==> src/rtl/pil_pkg.sv <==
// Package: shared sizing for the priority interrupt level arbiter.
// Assumes a binary level code in which the top code is the non-maskable level.
package pil_pkg;
    parameter int unsigned PIL_LVL_W = 3;
endpackage

==> src/rtl/pil_top_edge.sv <==
// Module: capture of the top (non-maskable) request on a rising edge.
// A rising edge stores a request. An acknowledge clears it, but a new edge in
// the same cycle wins. take_o is the value the store will hold after this edge,
// so the output stage sees the top level in the same clock as the input edge.
// Assumes req_i is synchronous to clk.
module pil_top_edge (
    input  logic clk,
    input  logic rst_n,
    input  logic req_i,
    input  logic ack_i,
    output logic take_o
);
    logic prev_q;
    logic held_q;
    logic rise;

    // new edge on the top request line
    assign rise   = req_i && !prev_q;
    // top request counts this cycle: fresh edge, or stored and not being acknowledged
    assign take_o = rise || (held_q && !ack_i);

    // edge history and stored request, cleared by reset
    always_ff @(posedge clk) begin
        if (!rst_n) begin
            prev_q <= 1'b0;
            held_q <= 1'b0;
        end else begin
            prev_q <= req_i;
            held_q <= take_o;
        end
    end


    held_stays_chk: assert property (@(posedge clk) disable iff (!rst_n)
        (held_q && !ack_i) |=> held_q);


    ack_clears_chk: assert property (@(posedge clk) disable iff (!rst_n)
        (ack_i && !req_i) |=> !held_q);


    no_retrigger_chk: assert property (@(posedge clk) disable iff (!rst_n)
        (ack_i && req_i && prev_q) |=> !held_q);
endmodule

==> src/rtl/pil_select.sv <==
// Module: mask qualification and priority choice (combinational).
// Each lower level is allowed only when it is strictly above the mask. The top
// level bypasses the mask. The highest allowed level wins, and 0 means none.
// Assumes the top level is the all-ones code of LVL_W bits.
module pil_select #(
    parameter int unsigned LVL_W = pil_pkg::PIL_LVL_W,
    localparam int unsigned TOP  = (1 << LVL_W) - 1
) (
    input  logic [TOP-1:1]   req_low_i,
    input  logic [LVL_W-1:0] mask_i,
    input  logic             take_top_i,
    output logic             any_o,
    output logic [LVL_W-1:0] lvl_o
);
    logic [TOP-1:1] qual;

    // one strict compare per lower level
    for (genvar g = 1; g < TOP; g++) begin : g_qual
        assign qual[g] = req_low_i[g] && (LVL_W'(g) > mask_i);
    end

    // highest allowed level wins, and the top level overrides all
    always_comb begin
        lvl_o = '0;
        for (int i = 1; i < TOP; i++) begin
            if (qual[i]) lvl_o = LVL_W'(i);
        end
        if (take_top_i) lvl_o = LVL_W'(TOP);
        any_o = take_top_i || (|qual);
    end
endmodule

==> src/rtl/pil_arbiter.sv <==
// Module: priority interrupt level arbiter (top).
// Combines the top-level edge capture with the mask and priority choice, and
// registers the pending flag and level so they follow the inputs by one clock.
// Assumes all inputs are synchronous to clk; the reset is synchronous and active low.
module pil_arbiter #(
    parameter int unsigned LVL_W = pil_pkg::PIL_LVL_W,
    localparam int unsigned TOP  = (1 << LVL_W) - 1
) (
    input  logic             clk,
    input  logic             rst_n,
    input  logic [TOP:1]     irq_i,
    input  logic [LVL_W-1:0] mask_i,
    input  logic             ack_i,
    output logic             pend_o,
    output logic [LVL_W-1:0] level_o
);
    logic             take_top;
    logic             any_n;
    logic [LVL_W-1:0] lvl_n;

    pil_top_edge u_edge (
        .clk    (clk),
        .rst_n  (rst_n),
        .req_i  (irq_i[TOP]),
        .ack_i  (ack_i),
        .take_o (take_top)
    );

    pil_select #(.LVL_W(LVL_W)) u_sel (
        .req_low_i  (irq_i[TOP-1:1]),
        .mask_i     (mask_i),
        .take_top_i (take_top),
        .any_o      (any_n),
        .lvl_o      (lvl_n)
    );

    // output register for the pending flag and level
    always_ff @(posedge clk) begin
        if (!rst_n) begin
            pend_o  <= 1'b0;
            level_o <= '0;
        end else begin
            pend_o  <= any_n;
            level_o <= lvl_n;
        end
    end


    idle_zero_chk: assert property (@(posedge clk) disable iff (!rst_n)
        !pend_o |-> (level_o == '0));


    above_mask_chk: assert property (@(posedge clk) disable iff (!rst_n)
        pend_o |-> ((level_o == LVL_W'(TOP)) || (level_o > $past(mask_i))));


    top_wins_chk: assert property (@(posedge clk) disable iff (!rst_n)
        take_top |=> (pend_o && level_o == LVL_W'(TOP)));


    not_stored_chk: assert property (@(posedge clk) disable iff (!rst_n)
        (!take_top && irq_i[TOP-1:1] == '0) |=> !pend_o);
endmodule

==> config.mk <==
export PLATFORM = sky130hd
export DESIGN_NAME = pil_arbiter
export DESIGN_NICKNAME = d
export VERILOG_FILES = /design/src/rtl/pil_pkg.sv /design/src/rtl/pil_top_edge.sv /design/src/rtl/pil_select.sv /design/src/rtl/pil_arbiter.sv
export SDC_FILE = /design/constraint.sdc
export NUM_CORES = 1
export LEC_CHECK = 0
export ABC_AREA = 1
export BUFFER_PORTS_ARGS = -buffer_cell sky130_fd_sc_hd__clkbuf_2
export CAP_MARGIN = 10
export CORE_AREA = 2 2 39 41
export DETAILED_ROUTE_END_ITERATION = 10
export DIE_AREA = 0 0 41 43
export PLACE_DENSITY = 0.46
export SYNTH_ARGS = -nofsm -noshare
export SYNTH_HDL_FRONTEND = slang
export SYNTH_HIERARCHICAL = 1
export SYNTH_SLANG_ARGS = --single-unit
==> constraint.sdc <==
create_clock -name clk -period 1.4 [get_ports clk]
set_clock_uncertainty 0.05 [all_clocks]
set_input_delay 0.28 -clock clk [delete_from_list [all_inputs] [get_ports clk]]
set_output_delay 0.28 -clock clk [all_outputs]
set_load 0.02 [all_outputs]
==> run metrics <==
Max-slew headroom=0.913; root buffer cell=clkbuf_4; Post-layout nets=between 80 and 90; first-pass GRT wire length=slightly below 1000 um; initial drt markers=0; worst-path fanout max=1; FMAX=a little under 1000 MHz; sequential share of power=0.426; Final Hold Vio Count=0; grt total ovfl=0; top sig layer=met4; DP HPWL=between 400 and 500 um; initial antenna violation count=0; count leader, synth=nand2_1; full die area=between 1500 and 2000 sq um; synth warn=6; Clock Path Buffers=2; Max-Cap Viols=0; Synth cell types=12; crit path kind=flop to output port; Avg Inst Size Synth=~6.2 sq um; metal3 WL=63 um; ANT cells=0; I/O pin cnt=17; DRT Wirelength=around 540 um; final setup TNS=0 ns; prevailing post-synth register cell=dfxtp_1; status=complete, no violations; Resized cells post-CTS=0; H-tree Lvls=1; clock network power share=0.351; layout cells sized above 1=0.347; Reg clk slew, reported paths=around 0.050 ns; met2 routed WL=between 150 and 200 um; DR vias/cell=3.56; CP peak stage delay=0.30 ns; Int Pwr=about 320 uW; initial core utilization=0.237; Core Footprint=1380 sq um; Die H=43 um; DR WL/cell=between 6 and 7 um; CP max stage cell=dfxtp_1; sequential element share of the synthesized area=0.366; Commonest cells post-synth=nand2_1 (23), inv_1 (13), dfxtp_1 (6); WP data required=approximately 1.1 ns; Rows=14; Area contributors post-synth=dfxtp_1 (37%), nand2_1 (26%), inv_1 (15%); top-area cell type share of the netlist area=0.366; clk sinks=6; startpoint types=flop; FF+latch count, synth=6; EDFF count, synth=0; Switching Fraction=0.267; CP top delay family=flip-flops; Cell Area, Synth=~330 sq um; DR pass1 iterations=1; fin area=roughly 450 sq um; Synth async-reset ratio=0; Hold Crit Class=primary input to flop; Critical Path AT=slightly below 0.7 ns; CTS Buf Count=3; combinational power share=0.222; Leakage=approximately 0.0003 uW; Cell Pwr Density=between 900 and 1000 nW/um^2; final critical-path share of the clock period=0.730; multi-input gate area in the final layout=approximately 160 sq um; Met1 Routed Length=271 um; Port Buf Inserts=16; Setup Buffers After CTS=0; hold buffers post-CTS=0; Gate Count Post-Synth=53; final worst path period need=approximately 1.0 ns; Routability Congestion=0.649; DRC viols=0; largest net degree at the start of global routing=7; vias=roughly 310; Cell Area, Placed=between 400 and 500 sq um; Total GRT Usage=0.0862; slew at the pin closest to its max-slew limit=roughly 0.13 ns; NetSw=about 120 uW; final-layout fill cell count=157; area occupied by registers=120 sq um; CTS tree=built; Net Count, Synth=66; Final setup viols=0; CP Buf/Inv Count=1; top cell type by total area after synthesis=dfxtp_1; post-route ant nets=0; fin. max-slew vios=0; vias in the first global route=roughly 250; Critical Path Sink Type=output port; Die X=~40 um; clk_lat worst skew=roughly 0.24 ns; RSZ-0062 raised after global routing=false; crit path cell chain=clkbuf_2; Peak VDD IR=0.191 mV; Area growth, synth to finish=37.4%
==> registers in the layout, summed over array words and instances (netlist names) <==
signal,flops
u_edge/held_q,1
u_edge/prev_q,1
pend_o,1
level_o,3
==> metal layers <==
metal / vias to the layer above / track usage
met5: - / 0
met4: 0 / 0.100
met3: 2 / 0.0314
met2: 15 / 0.0969
met1: 106 / 0.109
li1: 190 / -
==> power by group through the flow <==
stage / registers, uW / logic (uW) / clock network (uW)
final: 187 / 97.6 / 154
after global routing: 189 / 113 / 181
after CTS: 187 / 99.3 / 162
after detailed placement: 191 / 98.8 / 0
after global placement: 191 / 99.2 / 0
after floorplan: 204 / 49.8 / 0
==> final timing paths <==
| kind | from | end | slack (ns) | cells past startpoint |
|---|---|---|---|---|
| hold reg to reg | u_edge/held_q$_SDFF_PN0_ | u_edge/held_q$_SDFF_PN0_ | 0.42 | 2 |
| hold / removal | irq_i[7] | u_edge/prev_q$_SDFF_PN0_ | 0.18 | 3 |
| setup reg to reg | u_edge/prev_q$_SDFF_PN0_ | pend_o$_SDFF_PN0_ | 0.41 | 7 |
| setup / recovery | level_o[0]$_SDFF_PN0_ | level_o[0] | 0.38 | 1 |
==> final cells by class <==
class,instances,share of cell area
well taps,16,0.0444
repair buffers,16,0.178
flip-flops and latches,6,0.267
multi-input cells,33,0.344
inverters,14,0.117
clock buffers,3,0.0500
==> cell families after synthesis <==
group           Yosys count  share of synthesized area
compound gates            2                     0.0420
flops                     6                      0.366
buf+inv                  14                      0.160
simple gates             31                      0.431
==> per-stage QoR <==
stage	util	hold slack (ns)	total power (uW)	worst slack, ns	instances
6_report	0.325	0.185	439	0.378	88
5_1_grt	0.325	0.183	483	0.312	88
4_1_cts	0.325	0.179	449	0.367	88
3_5_place_dp	0.309	0.422	289	0.329	85
3_3_place_gp	0.309	0.414	290	0.321	85
2_1_floorplan	-	0.323	253	0.470	53
==> layout by cell type (no fill, tap or decap) <==
cell,netlist,routed
a21oi_1,1,1
a21oi_2,1,1
and2_4,1,1
clkbuf_2,0,16
clkbuf_4,0,3
dfxtp_1,6,6
inv_1,13,13
inv_2,1,1
nand2_1,23,23
nand3_1,3,3
nand3_2,1,1
nor2_1,1,1
nor2_2,1,1
nor2_4,1,1
(Power assumes the default switching activity.)
